## config.mk

```make
export PLATFORM = sky130hd
export DESIGN_NAME = i2c_regptr_slave
export DESIGN_NICKNAME = d
export VERILOG_FILES = /design/src/rtl/i2c_regptr_pkg.sv /design/src/rtl/i2c_line_sync.sv /design/src/rtl/i2c_regfile.sv /design/src/rtl/i2c_regptr_slave.sv
export SDC_FILE = /design/constraint.sdc
export NUM_CORES = 2
export LEC_CHECK = 0
export CAP_MARGIN = 20
export CORE_ASPECT_RATIO = 1.2
export CORE_MARGIN = 1.5
export CORE_UTILIZATION = 60
export DETAILED_ROUTE_END_ITERATION = 7
export PLACE_DENSITY = 0.83
export SLEW_MARGIN = 10
export SYNTH_ARGS = -nofsm -noshare
export SYNTH_HDL_FRONTEND = slang
export SYNTH_SLANG_ARGS = --single-unit
```

## constraint.sdc

```tcl
create_clock -name clk_i -period 5.1 [get_ports clk_i]
set_clock_uncertainty 0.1 [all_clocks]
set_input_delay 1.02 -clock clk_i [delete_from_list [all_inputs] [get_ports clk_i]]
set_output_delay 1.02 -clock clk_i [all_outputs]
set_load 0.01 [all_outputs]
```

## src/rtl/i2c_regptr_pkg.sv

```systemverilog
package i2c_regptr_pkg;
  typedef enum logic [2:0] {
    ST_IDLE,
    ST_ADDR,
    ST_ADDR_ACK,
    ST_RX,
    ST_RX_ACK,
    ST_TX,
    ST_TX_ACK,
    ST_IGNORE
  } slv_state_e;
endpackage

```

## src/rtl/i2c_line_sync.sv

```systemverilog
module i2c_line_sync #(
  parameter int STAGES = 2
) (
  input  logic clk_i,
  input  logic rst_ni,
  input  logic scl_i,
  input  logic sda_i,
  output logic scl_o,
  output logic sda_o,
  output logic scl_rise_o,
  output logic scl_fall_o,
  output logic start_o,
  output logic stop_o
);
  logic [STAGES-1:0] scl_ff, sda_ff;
  logic scl_q, sda_q;

  // bus idles high, so reset to ones to avoid a false edge
  always_ff @(posedge clk_i or negedge rst_ni) begin
    if (!rst_ni) begin
      scl_ff <= '1;
      sda_ff <= '1;
      scl_q  <= 1'b1;
      sda_q  <= 1'b1;
    end else begin
      scl_ff <= {scl_ff[STAGES-2:0], scl_i};
      sda_ff <= {sda_ff[STAGES-2:0], sda_i};
      scl_q  <= scl_ff[STAGES-1];
      sda_q  <= sda_ff[STAGES-1];
    end
  end

  assign scl_o      = scl_ff[STAGES-1];
  assign sda_o      = sda_ff[STAGES-1];
  assign scl_rise_o = scl_o & ~scl_q;
  assign scl_fall_o = ~scl_o & scl_q;
  assign start_o    = scl_o & scl_q & sda_q & ~sda_o;
  assign stop_o     = scl_o & scl_q & ~sda_q & sda_o;
endmodule

```

## src/rtl/i2c_regfile.sv

```systemverilog
module i2c_regfile #(
  parameter int DEPTH = 64,
  parameter int DW    = 8,
  parameter int AW    = 6
) (
  input  logic          clk_i,
  input  logic          rst_ni,
  input  logic          bus_we_i,
  input  logic [AW-1:0] bus_addr_i,
  input  logic [DW-1:0] bus_wdata_i,
  output logic [DW-1:0] bus_rdata_o,
  input  logic          loc_we_i,
  input  logic [AW-1:0] loc_addr_i,
  input  logic [DW-1:0] loc_wdata_i,
  output logic [DW-1:0] loc_rdata_o
);
  logic [DEPTH-1:0][DW-1:0] mem_q;

  // bus write wins a same-entry collision
  always_ff @(posedge clk_i or negedge rst_ni) begin
    if (!rst_ni) begin
      mem_q <= '0;
    end else begin
      for (int i = 0; i < DEPTH; i++) begin
        if (bus_we_i && bus_addr_i == AW'(i))
          mem_q[i] <= bus_wdata_i;
        else if (loc_we_i && loc_addr_i == AW'(i))
          mem_q[i] <= loc_wdata_i;
      end
    end
  end

  assign bus_rdata_o = mem_q[bus_addr_i];
  assign loc_rdata_o = mem_q[loc_addr_i];

  assert_bus_store_R5: assert property (@(posedge clk_i) disable iff (!rst_ni)
    bus_we_i |=> mem_q[$past(bus_addr_i)] == $past(bus_wdata_i));

  assert_loc_store_R12: assert property (@(posedge clk_i) disable iff (!rst_ni)
    (loc_we_i && !(bus_we_i && bus_addr_i == loc_addr_i))
      |=> mem_q[$past(loc_addr_i)] == $past(loc_wdata_i));
endmodule

```

## src/rtl/i2c_regptr_slave.sv

```systemverilog
module i2c_regptr_slave
  import i2c_regptr_pkg::*;
#(
  parameter logic [6:0] DEV_ADDR    = 7'b1101000,
  parameter int         REG_DEPTH   = 64,
  parameter int         SYNC_STAGES = 2
) (
  input  logic       clk_i,
  input  logic       rst_ni,
  input  logic       scl_i,
  input  logic       sda_i,
  output logic       sda_oe_o,
  input  logic       loc_we_i,
  input  logic [5:0] loc_addr_i,
  input  logic [7:0] loc_wdata_i,
  output logic [7:0] loc_rdata_o
);
  localparam int PTR_W = $clog2(REG_DEPTH);
  localparam logic [3:0] BYTE_BITS = 4'd8;

  logic scl_s, sda_s, scl_rise, scl_fall, start_det, stop_det;
  slv_state_e state_q;
  logic [3:0]       cnt_q;
  logic [7:0]       shreg_q, tx_q;
  logic             rw_q, ptr_phase_q, nack_q, oe_q;
  logic [PTR_W-1:0] ptr_q;
  logic             bus_we, ptr_inc;
  logic [7:0]       bus_rdata;

  i2c_line_sync #(.STAGES(SYNC_STAGES)) u_sync (
    .clk_i      (clk_i),
    .rst_ni     (rst_ni),
    .scl_i      (scl_i),
    .sda_i      (sda_i),
    .scl_o      (scl_s),
    .sda_o      (sda_s),
    .scl_rise_o (scl_rise),
    .scl_fall_o (scl_fall),
    .start_o    (start_det),
    .stop_o     (stop_det)
  );

  i2c_regfile #(.DEPTH(REG_DEPTH), .DW(8), .AW(PTR_W)) u_regs (
    .clk_i       (clk_i),
    .rst_ni      (rst_ni),
    .bus_we_i    (bus_we),
    .bus_addr_i  (ptr_q),
    .bus_wdata_i (shreg_q),
    .bus_rdata_o (bus_rdata),
    .loc_we_i    (loc_we_i),
    .loc_addr_i  (loc_addr_i[PTR_W-1:0]),
    .loc_wdata_i (loc_wdata_i),
    .loc_rdata_o (loc_rdata_o)
  );

  // data commit happens on the rising edge of the acknowledge clock
  assign bus_we  = (state_q == ST_RX_ACK) && scl_rise && !ptr_phase_q;
  assign ptr_inc = bus_we || ((state_q == ST_TX) && scl_fall && cnt_q == BYTE_BITS);

  always_ff @(posedge clk_i or negedge rst_ni) begin
    if (!rst_ni) begin
      state_q     <= ST_IDLE;
      cnt_q       <= '0;
      shreg_q     <= '0;
      tx_q        <= '0;
      rw_q        <= 1'b0;
      ptr_phase_q <= 1'b0;
      nack_q      <= 1'b0;
      oe_q        <= 1'b0;
      ptr_q       <= '0;
    end else if (start_det) begin
      state_q <= ST_ADDR;
      cnt_q   <= '0;
      oe_q    <= 1'b0;
    end else if (stop_det) begin
      state_q <= ST_IDLE;
      oe_q    <= 1'b0;
    end else begin
      unique case (state_q)
        ST_ADDR: begin
          if (scl_rise && cnt_q != BYTE_BITS) begin
            shreg_q <= {shreg_q[6:0], sda_s};
            cnt_q   <= cnt_q + 4'd1;
          end else if (scl_fall && cnt_q == BYTE_BITS) begin
            if (shreg_q[7:1] == DEV_ADDR) begin
              rw_q    <= shreg_q[0];
              oe_q    <= 1'b1;
              state_q <= ST_ADDR_ACK;
            end else begin
              state_q <= ST_IGNORE;
            end
          end
        end
        ST_ADDR_ACK: begin
          if (scl_fall) begin
            cnt_q <= '0;
            if (rw_q) begin
              tx_q    <= bus_rdata;
              oe_q    <= ~bus_rdata[7];
              state_q <= ST_TX;
            end else begin
              oe_q        <= 1'b0;
              ptr_phase_q <= 1'b1;
              state_q     <= ST_RX;
            end
          end
        end
        ST_RX: begin
          if (scl_rise && cnt_q != BYTE_BITS) begin
            shreg_q <= {shreg_q[6:0], sda_s};
            cnt_q   <= cnt_q + 4'd1;
          end else if (scl_fall && cnt_q == BYTE_BITS) begin
            oe_q    <= 1'b1;
            state_q <= ST_RX_ACK;
          end
        end
        ST_RX_ACK: begin
          if (scl_rise) begin
            if (ptr_phase_q) ptr_q <= shreg_q[PTR_W-1:0];
            else             ptr_q <= ptr_q + 1'b1;
          end else if (scl_fall) begin
            oe_q        <= 1'b0;
            ptr_phase_q <= 1'b0;
            cnt_q       <= '0;
            state_q     <= ST_RX;
          end
        end
        ST_TX: begin
          if (scl_rise && cnt_q != BYTE_BITS) begin
            cnt_q <= cnt_q + 4'd1;
          end else if (scl_fall) begin
            if (cnt_q == BYTE_BITS) begin
              oe_q    <= 1'b0;
              ptr_q   <= ptr_q + 1'b1;
              state_q <= ST_TX_ACK;
            end else begin
              tx_q <= {tx_q[6:0], 1'b0};
              oe_q <= ~tx_q[6];
            end
          end
        end
        ST_TX_ACK: begin
          if (scl_rise) begin
            nack_q <= sda_s;
          end else if (scl_fall) begin
            if (nack_q) begin
              state_q <= ST_IGNORE;
            end else begin
              tx_q    <= bus_rdata;
              oe_q    <= ~bus_rdata[7];
              cnt_q   <= '0;
              state_q <= ST_TX;
            end
          end
        end
        default: ;
      endcase
    end
  end

  assign sda_oe_o = oe_q;

  assert_sda_hold_scl_high_R11: assert property (@(posedge clk_i) disable iff (!rst_ni)
    (scl_s && !start_det && !stop_det) |=> $stable(sda_oe_o));

  assert_ignore_released_R3: assert property (@(posedge clk_i) disable iff (!rst_ni)
    (state_q == ST_IGNORE) |-> !sda_oe_o);

  assert_master_ack_released_R9: assert property (@(posedge clk_i) disable iff (!rst_ni)
    (state_q == ST_TX_ACK) |-> !sda_oe_o);

  assert_rx_ack_driven_R5: assert property (@(posedge clk_i) disable iff (!rst_ni)
    (state_q == ST_RX_ACK) |-> sda_oe_o);

  assert_ptr_step_R8: assert property (@(posedge clk_i) disable iff (!rst_ni)
    ptr_inc |=> ptr_q == PTR_W'($past(ptr_q) + 1'b1));
endmodule

```

Yosys cells after proc, flatten, opt, wreduce, memory -nomap -nowiden

Cells that the tools add are included.

Add/sub/neg operators: 2
Magnitude comparators: 2
Equality and inequality tests: 168
Muxes and demuxes: 195
Bitwise gates (word level): 16
Reduce and logical (&&, ||, !) cells: 215

Operators with widths:

| cell                                                                         | number |
|---|---|
| 8-bit two-way mux                                                            | 130 |
| 6-bit equality test, second input constant                                   | 64 |
| 6-bit by 5-bit equality test with 1-bit output, second input constant        | 32 |
| 1-bit logical AND                                                            | 132 |
| 2-bit nonzero test                                                           | 66 |
| 8-bit binary-select mux with 6-bit select                                    | 2 |
| 6-bit by 4-bit equality test with 1-bit output, second input constant        | 16 |
| 7-bit two-way mux                                                            | 8 |
| 4-bit inequality test, second input constant                                 | 14 |
| 6-bit by 3-bit equality test with 1-bit output, second input constant        | 8 |
| 3-bit two-way mux                                                            | 16 |
| 4-bit two-way mux                                                            | 8 |
| 6-bit two-way mux                                                            | 5 |
| 2-bit inequality test, second input constant                                 | 13 |
| 6-bit by 2-bit equality test with 1-bit output, second input constant        | 4 |
| 7-bit case mux with 3 select lines                                           | 1 |
| 7-bit AND reduction                                                          | 3 |
| 1-bit two-way mux                                                            | 19 |
| 3-bit case mux with 6 select lines                                           | 1 |
| 4-bit case mux with 4 select lines                                           | 1 |
| 6-bit by 7-bit less-than comparator with 1-bit output, second input constant | 2 |
| 14-bit AND reduction                                                         | 1 |
| 13-bit AND reduction                                                         | 1 |
| 6-bit by 1-bit equality test with 1-bit output, second input constant        | 2 |
| other kinds (27)                                                             | 49 |

Flip-flop bits (word level): 550
Word-level logic and storage cells: 675

Logic depth before layout (Yosys ltp)

Word-level depth: 9
Depth in mapped cells: 13
Gate-level depth less buffers: 8

Modules after synthesis

From an unflattened synthesis, not the netlist that was laid out.

Cell total of the unflattened synthesis: 3222
Area, all modules: 34185.3 µm²

By module, submodules not included:

| module           | instances | cells an instance | area an instance (µm²) | seq. area each (µm²) |
|---|---|---|---|---|
| i2c_regfile      | 1         | 3010              | 32062.0                | 12812.3 |
| i2c_regptr_slave | 1         | 202               | 1933.1                 | 800.8 |
| i2c_line_sync    | 1         | 10                | 190.2                  | 157.7 |

Least setup slack after synthesis

Ideal clock, no wire load.

Path kind: input -> output
Start: input loc_addr_i[0]
End: output loc_rdata_o[3]
Arrival time: 3.210 ns
Data required time: 3.980 ns
Path slack: 0.770 ns
Cell stages on the path: 5
Buffers on the path: 2
Cells stage by stage: buf_2 -> buf_1 -> mux4_2 -> mux4_2 -> mux4_2

Longest elaborated chain between the ends: 2

Ends and longest elaborated chain:

| what                                      | RTL line               | RTL |
|---|---|---|
| from (decl)                               | i2c_regptr_slave.sv:14 | `input logic [5:0] loc_addr_i,` |
| 8-bit binary-select mux with 6-bit select | i2c_regfile.sv:34      | `assign loc_rdata_o = mem_q[loc_addr_i];` |
| 8-bit two-way mux (not written as such)   | i2c_regfile.sv:34      |  |
| to (decl)                                 | i2c_regptr_slave.sv:16 | `output logic [7:0] loc_rdata_o` |

Every way passes these cells. The select of a mux whose other input is x is not followed.

Worst setup path in the final report

Start: input loc_addr_i[0]
End: output loc_rdata_o[0]

Same word-level chain as after synthesis.

==> results.cfg <==
[floorplanning]
rows = 95
die_area_um2 = 58730
core_um2 = 56340
die_y_um = 265.2
boundaryPins = 28
die_w_um = 221.5
initial_utilization = 0.6100

[final_layout]
nets = 3103
fin_cells = 3852
drive_gt1_frac = 0.1765
utilization = 0.6564
syn_to_final_growth_pct = 7.606

[routing]
dr.pass1.iters = 8
wirelength_um = 122000
remaining_drc_errors = 5
ant_nets = 0
via_count = 28191
via_per_inst = 7.319
wl_per_cell_um = 31.68
dr.first_iter.drc_count = 4299

[pwr]
power_w = 0.01611
power.density_nw_per_um2 = 435.5
peakVddDrop_v = 0.0003716
pwr-share-comb = 0.343
leakagePower_nw = 15.40
p_sw_frac = 0.3968
switching_power_w = 0.006391
p_int_w = 0.009716
pwr-share-clk = 0.268
p_seq_frac = 0.388

[run_status]
status = finished with violations
failed_checks = DRC

[clocking]
numCtsBuffers = 55
post-cts-setup-buffers = 0
clk-insertion-delay-late_ns = 0.64
clockBufferDepth = 3
cts_hold_buf = 0
tritoncts = yes
clk_pin_slew_ns = 0.06
cts_root_buf = clkbuf_16
cts.htree.levels = 2
cts.repair.resized = 0
cts.sinks = 550

[setup_path]
endpoint_kind = primary output
crit_top_cell = mux4_2
cp_top_family = multiplexers
slowest_delay_ns = 0.56
path_max_fanout = 28
crit_chain = clkbuf_8 > buf_12 > mux4_2 > mux4_2 > mux4_2 > clkdlybuf4s50_1
cp_data_required_time_ns = 3.98
cp_num_buf_inv = 3
worstPathArrival_ns = 3.85
slowest_stage = mux4_2
crit_path_start_kind = primary input
path_class = in2out

[timing]
fmax_mhz = 201.4
max_slew_margin = 0.1864
worstMarginPinSlew_ns = 1.214
finalCritPeriodShare = 0.9737
finalCriticalPeriod_ns = 4.966
rsz0062_at_grt = false
setup_violations = 0
finalHoldViolations = 0
timing.final.max_slew_violations = 0
fin_setup_tns_ns = 0
fin_ws_ns = 0.1342

[synth]
synth_top_area_share = 0.3961
synth-edff-count = 0
yosysWarningCount = 0
ys_ff_latch = 550
synth_area_leaders = dfrtp_1 40%, mux4_2 18%, mux2i_1 17%
synth_top_area_cell = dfrtp_1
synth_most_common_cell = mux2i_1
ys.flop_type = dfrtp_1
synth_common_cells = 586 x mux2i_1, 544 x dfrtp_1, 450 x nor2_1, 440 x a21oi_1, 274 x mux4_2
synth.avg_cell_area_um2 = 10.69
syn-cell-area_um2 = 34370
netlist_instances = 3214
async_flop_share = 1.000
syn-num-nets = 3239
ys_types = 60
seq_area_frac_synth = 0.4007

[placed_design]
hpwl_um = 82180
dp.cells = 3746
port_buffers = 27
place_ws_ns = 0.1752
gp_congestion = 1.085

[grt]
antenna_found_initial = 9
grt_pass1_vias = 27358
grt_pass1_wl_um = 180900
grt.busiest_layer = met2
gr-total-overflow = 0
use_met1 = 0.5322
grt_start_max_net_pins = 113
met3_usage = 0.1247
grtUsageMet2 = 0.6204
grt_usage = 0.4167

[min_path]
hold_path_class = reg2reg

[job]
drv_cap = 0
worst register-to-register path: cells and delay by family (launching register included):
kind | cells | cell delay (ns)
simple gates | 3 | 1.55
fa+ha+maj | 1 | 1.15
flops | 1 | 1.02
compound gates | 1 | 0.07
metal layers:
metal,part of all wire,routed length [µm]
met1,0.35,42140
met2,0.44,53630
met3,0.13,16390
met4,0.080,9809
met5,0.00063,77
layout by cell type, fill, tap and decap left out, types with 7 or more instances in the layout:
cell,instances
or2_2,7
nor2b_1,10
nor3_1,14
clkinv_2,10
nand2b_1,9
and2_1,9
a21oi_1,440
nand3_1,39
buf_2,10
o21ai_1,14
a31oi_1,8
a22oi_1,17
buf_12,13
nor2_1,450
nor2_2,13
clkbuf_1,13
mux4_2,274
mux2_2,28
mux2i_1,586
o21ai_0,99
clkbuf_16,57
nand4_1,9
nand2_1,221
and3_1,14
dfrtp_1,533
dfrtp_2,9
buf_4,78
clkdlybuf4s50_1,14
clkbuf_8,12
flip-flops by register name, summed over array words and instances (netlist names):
register       cells
nack_q             1
cnt_q              4
u_sync.sda_ff      2
tx_q               7
sda_oe_o           1
ptr_phase_q        1
u_sync.sda_q       1
state_q            3
ptr_q              6
u_sync.scl_ff      2
shreg_q            8
u_sync.scl_q       1
rw_q               1
u_regs.mem_q     512
area by class of cell:
class                   instances  area [µm²]
fillers                      4256       19360
well taps                     727       909.6
flip-flops and latches        550       13790
inverters                       6       22.52
clock inverters                20       242.7
multi-input cells            2345       19290
diodes                          3       7.507
repair buffers                120        1096
clock buffers                  81        1627
stage by stage:
| step | hold WS [ns] | area (µm²) |
|---|---|---|
| 3_3_place_gp | 0.2501 | 35060 |
| 3_5_place_dp | 0.2478 | 35080 |
| 6_report | 0.2597 | 36980 |
| 2_1_floorplan | 0.2452 | 34370 |
| 5_1_grt | 0.2634 | 36980 |
| 4_1_cts | 0.2602 | 36950 |
power by group through the flow:
| stage | sequential [W] | combinational [W] | clock, W |
|---|---|---|---|
| after floorplan | 0.00548 | 0.00388 | 0 |
| after global placement | 0.00621 | 0.00511 | 0 |
| after detailed placement | 0.00622 | 0.00526 | 0 |
| after CTS | 0.00615 | 0.00529 | 0.00432 |
| after global routing | 0.00626 | 0.00568 | 0.00449 |
| final | 0.00626 | 0.00553 | 0.00432 |
path summary, 6_finish.rpt:
| kind | from | endpoint | slack (ns) | cells past startpoint |
|---|---|---|---|---|
| min in group asynchronous | rst_ni | u_regs.mem_q[37] | 0.36 | 1 |
| max reg2reg | ptr_q[1] | u_regs.mem_q[19] | 1.04 | 5 |
| min reg2reg | u_sync.scl_ff[0] | u_sync.scl_ff[1] | 0.26 | 0 |
| max | loc_addr_i[0] | loc_rdata_o[0] | 0.13 | 6 |
| max in group asynchronous | rst_ni | u_regs.mem_q[185] | 3.38 | 2 |
| min | u_sync.scl_ff[0] | u_sync.scl_ff[1] | 0.26 | 0 |
cells by family (layout without fill, tap and decap cells):
logic type | count (synthesis) | after routing | synth area share
AO/OA/AOI/OAI | 624 | 624 | 0.09659
multiplexers | 888 | 888 | 0.3594
buffers and inverters | 319 | 227 | 0.03888
other | 0 | 3 | 0
adder cells (fa/ha/maj) | 6 | 6 | 0.002184
AND/OR/NAND/NOR | 826 | 826 | 0.1020
XOR/XNOR | 1 | 1 | 0.0002549
flip-flops | 550 | 550 | 0.4007
Note: power is estimated with default switching activity, not from simulation.
